===== config.mk =====
export PLATFORM = sky130hd
export DESIGN_NAME = oneshot_pulse_timer
export DESIGN_NICKNAME = d
export VERILOG_FILES = /design/src/rtl/ospt_pkg.sv /design/src/rtl/ospt_trig_detect.sv /design/src/rtl/ospt_cmp_bank.sv /design/src/rtl/ospt_core.sv /design/src/rtl/oneshot_pulse_timer.sv
export SDC_FILE = /design/constraint.sdc
export NUM_CORES = 1
export LEC_CHECK = 0
export BUFFER_PORTS_ARGS = -buffer_cell sky130_fd_sc_hd__buf_2
export CORE_MARGIN = 2
export CORE_UTILIZATION = 51
export DETAILED_ROUTE_END_ITERATION = 10
export GPL_TIMING_DRIVEN = 0
export PLACE_DENSITY = 0.68
export SYNTH_ARGS = -nofsm -noshare
export SYNTH_HDL_FRONTEND = slang
export SYNTH_HIERARCHICAL = 1
export SYNTH_SLANG_ARGS = --single-unit

===== constraint.sdc =====
create_clock -name clk -period 3.3 [get_ports clk]
set_input_delay 0.66 -clock clk [delete_from_list [all_inputs] [get_ports clk]]
set_output_delay 0.66 -clock clk [all_outputs]
set_load 0.1 [all_outputs]

===== src/rtl/ospt_pkg.sv =====
package ospt_pkg;
  typedef enum logic [1:0] {
    EDGE_NONE = 2'b00,
    EDGE_RISE = 2'b01,
    EDGE_FALL = 2'b10,
    EDGE_BOTH = 2'b11
  } edge_mode_e;
endpackage


===== src/rtl/ospt_trig_detect.sv =====
module ospt_trig_detect
  import ospt_pkg::*;
#(
  parameter int SYNC_STAGES = 2
) (
  input  logic       clk,
  input  logic       rst_n,
  input  logic       trig_in,
  input  logic [1:0] edge_sel,
  output logic       edge_hit
);
  logic [SYNC_STAGES-1:0] sync_q;
  logic                   prev_q;
  logic                   cur;
  edge_mode_e             mode;

  always_ff @(posedge clk or negedge rst_n) begin
    if (!rst_n) begin
      sync_q <= '0;
      prev_q <= 1'b0;
    end else begin
      sync_q <= {sync_q[SYNC_STAGES-2:0], trig_in};
      prev_q <= sync_q[SYNC_STAGES-1];
    end
  end

  assign cur  = sync_q[SYNC_STAGES-1];
  assign mode = edge_mode_e'(edge_sel);

  always_comb begin
    unique case (mode)
      EDGE_RISE: edge_hit = cur & ~prev_q;
      EDGE_FALL: edge_hit = ~cur & prev_q;
      EDGE_BOTH: edge_hit = cur ^ prev_q;
      default:   edge_hit = 1'b0;
    endcase
  end
endmodule


===== src/rtl/ospt_cmp_bank.sv =====
module ospt_cmp_bank #(
  parameter int CNT_W = 16,
  parameter int N_CH  = 4,
  localparam int CH_W = $clog2(N_CH)
) (
  input  logic                       clk,
  input  logic                       rst_n,
  input  logic                       wr_valid,
  input  logic [CH_W-1:0]            wr_chan,
  input  logic [CNT_W-1:0]           wr_data,
  output logic [N_CH-1:0][CNT_W-1:0] cmp_buf
);
  for (genvar ch = 0; ch < N_CH; ch++) begin : g_ch
    logic [CNT_W-1:0] hold_q;
    logic [CNT_W-1:0] buf_q;
    logic             xfer_q;
    logic             sel;

    assign sel = wr_valid && (wr_chan == CH_W'(ch));

    always_ff @(posedge clk or negedge rst_n) begin
      if (!rst_n) begin
        hold_q <= '0;
        buf_q  <= '0;
        xfer_q <= 1'b0;
      end else begin
        xfer_q <= sel;
        if (sel)    hold_q <= wr_data;
        if (xfer_q) buf_q  <= hold_q;
      end
    end

    assign cmp_buf[ch] = buf_q;
  end
endmodule


===== src/rtl/ospt_core.sv =====
module ospt_core #(
  parameter int CNT_W = 16,
  parameter int N_CH  = 4,
  localparam int N_OUT = N_CH - 1
) (
  input  logic                       clk,
  input  logic                       rst_n,
  input  logic                       enable,
  input  logic                       tick,
  input  logic                       start,
  input  logic [N_CH-1:0][CNT_W-1:0] cmp_buf,
  output logic [CNT_W-1:0]           count,
  output logic                       running,
  output logic [N_OUT-1:0]           pulse_out,
  output logic                       tog_out
);
  localparam logic [CNT_W-1:0] IDLE_VAL = '1;

  logic [CNT_W-1:0] cnt_q;
  logic             run_q;
  logic [N_OUT-1:0] pulse_q;
  logic             tog_q;
  logic [N_CH-1:0]  hit;

  for (genvar ch = 0; ch < N_CH; ch++) begin : g_match
    assign hit[ch] = run_q && (cnt_q == cmp_buf[ch]);
  end

  always_ff @(posedge clk or negedge rst_n) begin
    if (!rst_n) begin
      cnt_q   <= IDLE_VAL;
      run_q   <= 1'b0;
      pulse_q <= '0;
      tog_q   <= 1'b0;
    end else if (!enable) begin
      cnt_q   <= IDLE_VAL;
      run_q   <= 1'b0;
      pulse_q <= '0;
      tog_q   <= 1'b0;
    end else if (hit[0]) begin
      cnt_q   <= '0;
      run_q   <= 1'b0;
      pulse_q <= '0;
      tog_q   <= ~tog_q;
    end else begin
      if (!run_q && start)    run_q <= 1'b1;
      else if (run_q && tick) cnt_q <= cnt_q + CNT_W'(1);
      pulse_q <= pulse_q | hit[N_CH-1:1];
    end
  end

  assign count     = cnt_q;
  assign running   = run_q;
  assign pulse_out = pulse_q;
  assign tog_out   = tog_q;
endmodule


===== src/rtl/oneshot_pulse_timer.sv =====
module oneshot_pulse_timer #(
  parameter int CNT_W       = 16,
  parameter int N_CH        = 4,
  parameter int SYNC_STAGES = 2,
  localparam int CH_W  = $clog2(N_CH),
  localparam int N_OUT = N_CH - 1
) (
  input  logic             clk,
  input  logic             rst_n,
  input  logic             enable,
  input  logic             tick,
  input  logic             sw_start,
  input  logic             trig_in,
  input  logic [1:0]       edge_sel,
  input  logic             wr_valid,
  output logic             wr_ready,
  input  logic [CH_W-1:0]  wr_chan,
  input  logic [CNT_W-1:0] wr_data,
  output logic [CNT_W-1:0] count,
  output logic             running,
  output logic [N_OUT-1:0] pulse_out,
  output logic             tog_out
);
  logic                       edge_hit;
  logic                       start;
  logic [N_CH-1:0][CNT_W-1:0] cmp_buf;

  assign wr_ready = 1'b1;

  ospt_trig_detect #(.SYNC_STAGES(SYNC_STAGES)) u_trig (
    .clk      (clk),
    .rst_n    (rst_n),
    .trig_in  (trig_in),
    .edge_sel (edge_sel),
    .edge_hit (edge_hit)
  );

  ospt_cmp_bank #(.CNT_W(CNT_W), .N_CH(N_CH)) u_bank (
    .clk      (clk),
    .rst_n    (rst_n),
    .wr_valid (wr_valid && wr_ready),
    .wr_chan  (wr_chan),
    .wr_data  (wr_data),
    .cmp_buf  (cmp_buf)
  );

  assign start = enable && (sw_start || edge_hit);

  ospt_core #(.CNT_W(CNT_W), .N_CH(N_CH)) u_core (
    .clk       (clk),
    .rst_n     (rst_n),
    .enable    (enable),
    .tick      (tick),
    .start     (start),
    .cmp_buf   (cmp_buf),
    .count     (count),
    .running   (running),
    .pulse_out (pulse_out),
    .tog_out   (tog_out)
  );
endmodule


==> results of run 1 <==
==> registers in the layout, indices dropped and copies added, names as in the netlist <==
signal / cells
u_bank/g_ch.xfer_q: 4
u_bank/g_ch.buf_q: 64
u_core/count: 16
u_core/pulse_out: 3
u_trig/sync_q: 2
u_trig/prev_q: 1
u_core/tog_out: 1
u_bank/g_ch.hold_q: 64
u_core/running: 1
==> power breakdown <==
| group | internal [mW] | switching, mW | leakage, nW | total, mW |
|---|---|---|---|---|
| clock | 1.43 | 0.750 | 0.323 | 2.18 |
| combinational | 0.598 | 0.567 | 1.31 | 1.17 |
| sequential | 2.34 | 0.258 | 1.85 | 2.60 |
| total | 4.37 | 1.58 | 3.48 | 5.95 |
==> placed cells by master, fill, tap and decap left out, types with 2 or more instances in the layout <==
cell and n:
o21ai_1 16, nor2_1 4, bufinv_16 6, or4_4 2
buf_2 66, dfrtp_1 140, xor2_1 12, clkbuf_16 17
nand4b_1 2, xnor2_1 67, mux2i_1 2, ha_1 3
a21bo_1 2, mux2_4 9, nand3b_2 2, nand3_1 7
nor4_1 6, mux2_2 119, nand2_1 8, clkinvlp_4 2
nand3_2 2, nor2b_1 2, and4_1 2, nor3_1 5
clkbuf_1 9, a31oi_1 3, nor3b_1 3, clkinv_2 5
buf_6 5, dfstp_2 16, nand4_1 12, inv_1 10
==> per-layer routing <==
layer,global-route usage (%),wire [µm],vias up
met3,4.20,458,22
met4,9.23,322,0
met2,33.1,6580,67
met1,28.0,6440,2036
met5,0,0,-
li1,-,-,1860
==> per-stage QoR <==
step,area (µm²),total power [mW]
floorplan,6940,3.48
global placement,7400,3.75
detailed placement,7430,3.81
CTS,8100,5.99
global route,8100,6.21
finish,8100,5.95
==> cells by family (layout without fill, tap and decap cells) <==
logic type                 Yosys count  in the layout  synth area share (%)
buffers and inverters               44            124                  3.46
muxes                              130            130                  21.5
AOI/OAI and AO/OA                   23             23                  1.96
DFF                                156            156                  56.5
adders and majority gates            3              3                 0.541
and+or+nand+nor                     64             64                  5.98
xor gates and xnor gates            79             79                  9.96
other                                1              1                0.0540
==> worst paths after layout <==
| path | startpoint | endpoint | cells after the start |
|---|---|---|---|
| setup / recovery | u_core/count[14] | u_core/count[3] | 8 |
| hold / removal | rst_n | u_bank/g_ch[0].hold_q[1] | 1 |
| setup reg to reg | u_core/count[14] | u_core/count[3] | 8 |
| hold reg to reg | u_trig/sync_q[0] | u_trig/sync_q[1] | 0 |
| max in group asynchronous | rst_n | u_bank/g_ch[3].xfer_q | 2 |
| min in group clk | trig_in | u_trig/sync_q[0] | 1 |
==> layout make-up <==
class	count	area share [%]
clock inverter	13	2.72
clock buffer	19	5.47
buffer	34	2.50
timing repair buffer	48	3.32
tap	176	2.72
multi-input combinational	300	34.3
sequential	156	48.5
inverter	10	0.464
==> worst max-delay path: cells and delay by family, from the launching register on <==
family                 cells  cell delay [ns]
AO/OA/AOI/OAI              1             0.12
XOR/XNOR                   1             0.20
buffers and inverters      3             0.82
flip-flops                 1             0.52
AND/OR/NAND/NOR            3             0.48
==> flow_summary.ini, run 1 <==
[status]
status = finished, final reports clean

[timing]
rsz0062_at_grt = no
finalSetupViolCount = 0
whs_ns = 0.283
finalHoldViolCount = 0
worstMarginPinSlew_ns = 0.742
fmaxAchievable_ghz = 0.447
fin_ws_ns = 1.06
slew_headroom_pct = 50.5
post-route-period-util_pct = 67.7
slew_violations = 0
fin_setup_tns_ns = 0
period_needed_ns = 2.24
fin_skew_ns = 0.00344

[floorplan]
dieArea_mm2 = 0.0146
die_x_um = 121
core-area_mm2 = 0.0133
die_h_um = 121
fp-row-count = 42
io_pins = 49
start_util_pct = 52.2

[drt]
wl_per_cell_um = 18.3
antenna_left = 0
drc = 0
vias_per_cell = 5.27
routed_wl_mm = 13.8
drt_pass1_iterations = 4
dr.first_iter.drc_count = 224
vias = 3985

[power]
p_per_area_mw_per_mm2 = 735
vdd_drop_max_uv = 302
p_leak_nw = 3.48

[global_routing]
antenna_found_initial = 0
overflow = 0
grt_usage_pct = 20.9
first_global_vias = 4268
grt_max_degree = 82
grt_pass1_wl_mm = 22.4

[synthesis]
ys_types = 40
yosysSeqAreaShare_pct = 56.5
ys.flop_type = dfrtp_1
synth_area_leaders = dfrtp_1 50%, mux2_2 19%, xnor2_1 8.5%, dfstp_2 6.1%, mux2_4 1.9%
synth_warnings = 6
syn-num-nets = 530
yosysMostFrequentCell = dfrtp_1
yosysTopAreaCellShare_pct = 50.5
syn_area_mm2 = 0.00694
async_reset_ff_share_pct = 100
synth_edf_count = 0
yosysTopAreaCell = dfrtp_1
syn_area_per_cell_um2 = 13.9
synth-seq-cells = 156
synthCells = 500
synthTopCellsByCount = 140 x dfrtp_1, 119 x mux2_2, 67 x xnor2_1, 20 x buf_2

[clocking]
cts_inserted_buffers = 17
post_cts_buffers = 0
cts.clk_slew.worst_paths_ns = 0.06
ctsHoldBuffers = 0
clk_path_buf_depth = 2
cts_sinks = 156
cts_tree = done
clk_latency_ns = 0.42
h-tree-depth = 4
cts.repair.resized = 0
root_buffer = clkbuf_16

[final_layout]
final_layout_size_suffix_gt1_share_pct = 44.1
seq_area_mm2 = 0.00392
final_cells = 756
fillers = 1031
post-route-util_pct = 60.9
final_net_count = 597
num_antenna_cells = 0
multi_input_comb_area_mm2 = 0.00278
area_growth_syn_to_layout_pct = 16.6

[run]
drv_cap = 0

[setup_path]
crit_top_cell = buf_2
critPathMaxFanout = 10
cp.required_ns = 3.62
cp.arrival_ns = 2.56
max_stage_delay_ns = 0.52
crit_slowest_cell = dfstp_2
start_kind = register
worstPathCellList = clkbuf_1 > xnor2_1 > nand4_1 > nor3_1 > and4b_1 > buf_2 > buf_2 > o21ai_1
ff2ff_setup_slack_ns = 1.06
critPathKind = register to register
endpoint_kind = register

[placement]
place_congestion = 0.787
io_buffers = 47
dp_slack_ns = 1.08
placed_cells = 724
dpl.hpwl_mm = 10.1

[min_path]
hp-class = input pin to asynchronous set/reset pin
Power figures use the tool's default switching activity.
==> inputs of run 2 (changes only) <==
--- a/config.mk
+++ b/config.mk
@@ -10,7 +10,7 @@
 export CORE_UTILIZATION = 51
 export DETAILED_ROUTE_END_ITERATION = 10
 export GPL_TIMING_DRIVEN = 0
-export PLACE_DENSITY = 0.68
+export PLACE_DENSITY = 0.71
 export SYNTH_ARGS = -nofsm -noshare
 export SYNTH_HDL_FRONTEND = slang
 export SYNTH_HIERARCHICAL = 1
==> constraint.sdc (replaced) <==
create_clock -name clk -period 2 [get_ports clk]
set_input_delay 0.4 -clock clk [delete_from_list [all_inputs] [get_ports clk]]
set_output_delay 0.4 -clock clk [all_outputs]
set_load 0.1 [all_outputs]
==> flow_summary.ini, run 2 (synthesized netlist as in run 1, its figures left out) <==
[power]
p_leak_nw = 3.60
p_per_area_mw_per_mm2 = 1140
vdd_drop_max_uv = 507

[final_layout]
area_growth_syn_to_layout_pct = 21.3
fillers = 1006
num_antenna_cells = 0
post-route-util_pct = 63.4
final_cell_mix = 139 x dfrtp_1, 119 x mux2_2, 60 x xnor2_1, 50 x buf_2, 18 x clkbuf_16
final_net_count = 606
final_layout_size_suffix_gt1_share_pct = 48.7
mostFrequentLayoutCell = dfrtp_1

[timing]
fmaxAchievable_ghz = 0.501
rsz0062_at_grt = yes
post-route-period-util_pct = 99.7
fin_ws_ns = 0.00562
worstMarginPinSlew_ns = 0.528
period_needed_ns = 1.99
slew_headroom_pct = 64.8
slew_violations = 0
finalHoldViolCount = 0
fin_skew_ns = 0.00938
finalSetupViolCount = 0

[floorplan]
fp-row-count = 42
die_x_um = 121
core-area_mm2 = 0.0133
dieArea_mm2 = 0.0146
io_pins = 49
start_util_pct = 52.2
die_h_um = 121

[clocking]
clk_path_buf_depth = 2
h-tree-depth = 4
cts_tree = done
clk_latency_ns = 0.42
cts.clk_slew.worst_paths_ns = 0.06
cts_inserted_buffers = 17
cts_sinks = 156
root_buffer = clkbuf_16

[setup_path]
start_kind = register
cp.arrival_ns = 2.30
cp.required_ns = 2.31
ff2ff_setup_slack_ns = 0.006
crit_slowest_cell = dfstp_4
crit_family = simple AND/OR/NAND/NOR gates
regToRegStartpoint = u_core/count[1]
worst-path-buf-inv = 1
endpoint_kind = register
max_stage_delay_ns = 0.63
timing.rr.end = u_core/running
critPathKind = register to register
ff2ff_path_depth = 6
worstPathCellList = buf_6 > xor2_2 > nor2_1 > nand4b_1 > or4_4 > o211a_1
critPathMaxFanout = 7

[min_path]
hold_path_startpoint = trig_in
hp-class = input pin to register
hold_depth = 1
holdPathEnd = u_trig/sync_q[0]

[run]
drv_cap = 0

[placement]
io_buffers = 47
dp_slack_ns = -0.119
place_congestion = 0.817
dpl.hpwl_mm = 10.1

[global_routing]
grt_pass1_wl_mm = 22.8
antenna_found_initial = 0
overflow = 0
grt_usage_pct = 20.9
grt_max_degree = 108
first_global_vias = 4446

[drt]
wl_per_cell_um = 18.4
antenna_left = 0
vias_per_cell = 5.36
drt_pass1_iterations = 4
routed_wl_mm = 14.1
vias = 4101
drc = 0
dr.first_iter.drc_count = 240

[status]
status = finished, final reports clean
-- run 2: changes by cell type in the layout (fill, tap and decap cells not counted), sizes merged --
cell         previous run  this run
buf                    74        81
bufinv                  6         2
clkbuf                 27        31
clkinv                  5         3
clkinvlp                2         4
dlygate4sd3             0         1
inv                    10        11
-- run 2: stage by stage --
step                      instances  area (µm²)  hold slack, ns  total power [mW]  setup TNS (ns)
after global routing            765        8420          0.0685              10.1         -0.0812
after floorplan                 500        7100           0.104              5.78          -0.581
after global placement          723        7560           0.334              6.23         -235.11
after CTS                       754        8230          0.0666              9.61      -0.0000704
final                           765        8420          0.0839              9.61               0
after detailed placement        724        7590           0.346              6.34          -0.354
-- run 2: power breakdown --
group          internal [mW]  switching, mW  total [mW]  leakage, nW
Combinational           1.08          0.948        2.03         1.46
Sequential              3.88          0.494        4.38         1.85
Clock                   1.97           1.23        3.20        0.284
Total                   6.94           2.67        9.61         3.60
-- run 2: worst max path at each step --
stage,start,to,slack [ns],cells after the start
finish,u_core/count[1],u_core/running,0.006,6
global route,u_core/count[1],u_core/running,-0.02,6
CTS,u_core/count[2],u_core/running,-0.00007,6
detailed placement,u_core/count[9],u_core/running,-0.12,6
global placement,rst_n,u_core/running,-1.87,1
floorplan,u_core/count[10],u_core/running,-0.19,5
-- run 2: area by class of cell --
type                       count  area [µm²]  area share [%]
timing repair buffer          65         414            4.92
buffer                        26         216            2.57
inverter                      10        37.5           0.446
sequential                   156        3990            47.3
tap                          176         220            2.61
clock inverter                10         111            1.32
multi-input combinational    300        2950            35.1
clock buffer                  22         485            5.76
-- run 2: repair_timing --
item                                    in CTS  in global routing
gates resized for setup                      9                 18
pin swaps                                    5                  9
endpoints found under the setup margin       6                 19
endpoints found under the hold margin       49                  0
hold buffers                                 1                  0
buffers inserted                             4                 12
-- run 2: layer usage --
layer  global-route usage, %  wire length [µm]  vias to the layer above
met5                       0                 0                        -
met1                    27.3              6130                     2115
met4                    8.79               229                        0
met2                    34.2              7040                       90
met3                    4.39               704                       16
li1                        -                 -                     1880
==> inputs of run 3 (changes only) <==
--- a/config.mk
+++ b/config.mk
@@ -7,10 +7,10 @@
 export LEC_CHECK = 0
 export BUFFER_PORTS_ARGS = -buffer_cell sky130_fd_sc_hd__buf_2
 export CORE_MARGIN = 2
-export CORE_UTILIZATION = 51
+export CORE_UTILIZATION = 30
 export DETAILED_ROUTE_END_ITERATION = 10
 export GPL_TIMING_DRIVEN = 0
-export PLACE_DENSITY = 0.71
+export PLACE_DENSITY = 0.46
 export SYNTH_ARGS = -nofsm -noshare
 export SYNTH_HDL_FRONTEND = slang
 export SYNTH_HIERARCHICAL = 1
==> flow_summary.ini, run 3 (synthesized netlist as in run 1, its figures left out) <==
[setup_path]
ff2ff_setup_slack_ns = -0.02
cp.required_ns = 2.35
critPathMaxFanout = 3
ff2ff_path_depth = 6
endpoint_kind = register
regToRegStartpoint = u_core/count[0]
critPathKind = register to register
start_kind = register
cp.arrival_ns = 2.37
timing.rr.end = u_core/count[15]

[global_routing]
first_global_vias = 4307
grt_pass1_wl_mm = 24.6
grt_max_degree = 97
grt_usage_pct = 13.8
antenna_found_initial = 0
overflow = 0

[timing]
whs_ns = 0.0832
rsz0062_at_grt = yes
slew_headroom_pct = 39.0
slew_violations = 0
finalHoldViolCount = 0
finalSetupViolCount = 2
worstMarginPinSlew_ns = 0.915
fmaxAchievable_ghz = 0.495
fin_ws_ns = -0.0195
post-route-period-util_pct = 101
period_needed_ns = 2.02
fin_skew_ns = 0.00859

[status]
failed_checks = setup timing
status = finished with violations

[clocking]
root_buffer = clkbuf_16
cts_sinks = 156
clk_path_buf_depth = 2
ctsHoldBuffers = 0
h-tree-depth = 4
clk_latency_ns = 0.42
cts_inserted_buffers = 17
cts_tree = done
cts.clk_slew.worst_paths_ns = 0.06

[final_layout]
final_cell_mix = 139 x dfrtp_1, 119 x mux2_2, 60 x xnor2_1, 50 x buf_2, 21 x buf_4
final_layout_size_suffix_gt1_share_pct = 49.5
final_cells = 881
area_growth_syn_to_layout_pct = 24.8
num_antenna_cells = 0
fillers = 2223
mostFrequentLayoutCell = dfrtp_1
multi_input_comb_area_mm2 = 0.00295
seq_area_mm2 = 0.00399
final_net_count = 613
post-route-util_pct = 38.2

[floorplan]
io_pins = 49
start_util_pct = 30.6
die_x_um = 156
dieArea_mm2 = 0.0244
fp-row-count = 55
die_h_um = 156
core-area_mm2 = 0.0227

[placement]
dp_slack_ns = -0.144
placed_cells = 833
io_buffers = 47
place_congestion = 0.752
dpl.hpwl_mm = 11.5

[drt]
vias = 4059
dr.first_iter.drc_count = 163
drt_pass1_iterations = 4
drc = 0
antenna_left = 0
routed_wl_mm = 16.0
wl_per_cell_um = 18.2
vias_per_cell = 4.61

[power]
p_leak_nw = 3.66
p_per_area_mw_per_mm2 = 1130
vdd_drop_max_uv = 385

[run]
drv_cap = 0

[min_path]
hp-class = input pin to asynchronous set/reset pin
-- run 3: changes by cell type in the layout (fill, tap and decap cells not counted), moves of 2 or more --
cell	change
buf_8	+4
buf_4	+4
nor4_2	-2
nor4_1	+2
clkinvlp_4	-3
inv_6	+3
clkinv_2	-2
clkinv_4	+3
-- run 3: worst max-delay path by stage --
stage | start | end | slack (ns) | cells after the start
3_3_place_gp | rst_n | u_core/running | -2.08 | 1
4_1_cts | u_core/count[3] | u_core/running | -0.05 | 5
6_report | u_core/count[0] | u_core/count[15] | -0.02 | 6
2_1_floorplan | u_core/count[10] | u_core/running | -0.19 | 5
3_5_place_dp | u_core/count[9] | u_core/running | -0.14 | 6
5_1_grt | u_core/count[8] | u_core/count[15] | -0.08 | 5
-- run 3: cell type report --
class                      instances  area share, %
clock inverter                    11           1.79
multi-input combinational        300           34.1
buffer                            29           3.20
clock buffer                      21           5.43
inverter                          10          0.433
tap                              285           4.11
timing repair buffer              69           4.99
sequential                       156           46.0
-- run 3: power by group --
group | switching (mW) | internal [mW] | leakage [nW] | total, mW
sequential | 0.473 | 3.88 | 1.85 | 4.36
clock | 1.31 | 2.08 | 0.305 | 3.39
combinational | 0.966 | 1.10 | 1.51 | 2.07
total | 2.75 | 7.07 | 3.66 | 9.82
-- run 3: stage by stage --
| step | total power [mW] | setup TNS [ns] | area [µm²] |
|---|---|---|---|
| after floorplan | 5.78 | -0.581 | 7100 |
| after global placement | 6.31 | -268.07 | 7700 |
| after detailed placement | 6.37 | -0.557 | 7730 |
| after CTS | 9.89 | -0.128 | 8500 |
| after global routing | 10.3 | -0.190 | 8670 |
| final | 9.82 | -0.0238 | 8670 |
-- run 3: what timing repair did --
| action | in CTS | in global routing |
|---|---|---|
| gates cloned | 0 | 0 |
| gates resized for setup | 17 | 21 |
| endpoints found under the setup margin | 14 | 16 |
| pin swaps | 2 | 9 |
| setup buffers | 8 | 13 |
-- run 3: worst max-delay path, cell delays in order (launching register included) --
cell and delay (ns):
dfstp_4 0.63, buf_8 0.10, xnor2_2 0.11, and4_1 0.23, nand4b_1 0.11, or4_4 0.56, a21bo_1 0.21
-- run 3: layer usage --
layer	share of wire [%]	global-route usage [%]	vias to the layer above
met5	0	0	-
met3	3.1	3.00	10
li1	-	-	1895
met4	1.2	4.33	0
met2	48	22.8	68
met1	48	18.2	2086
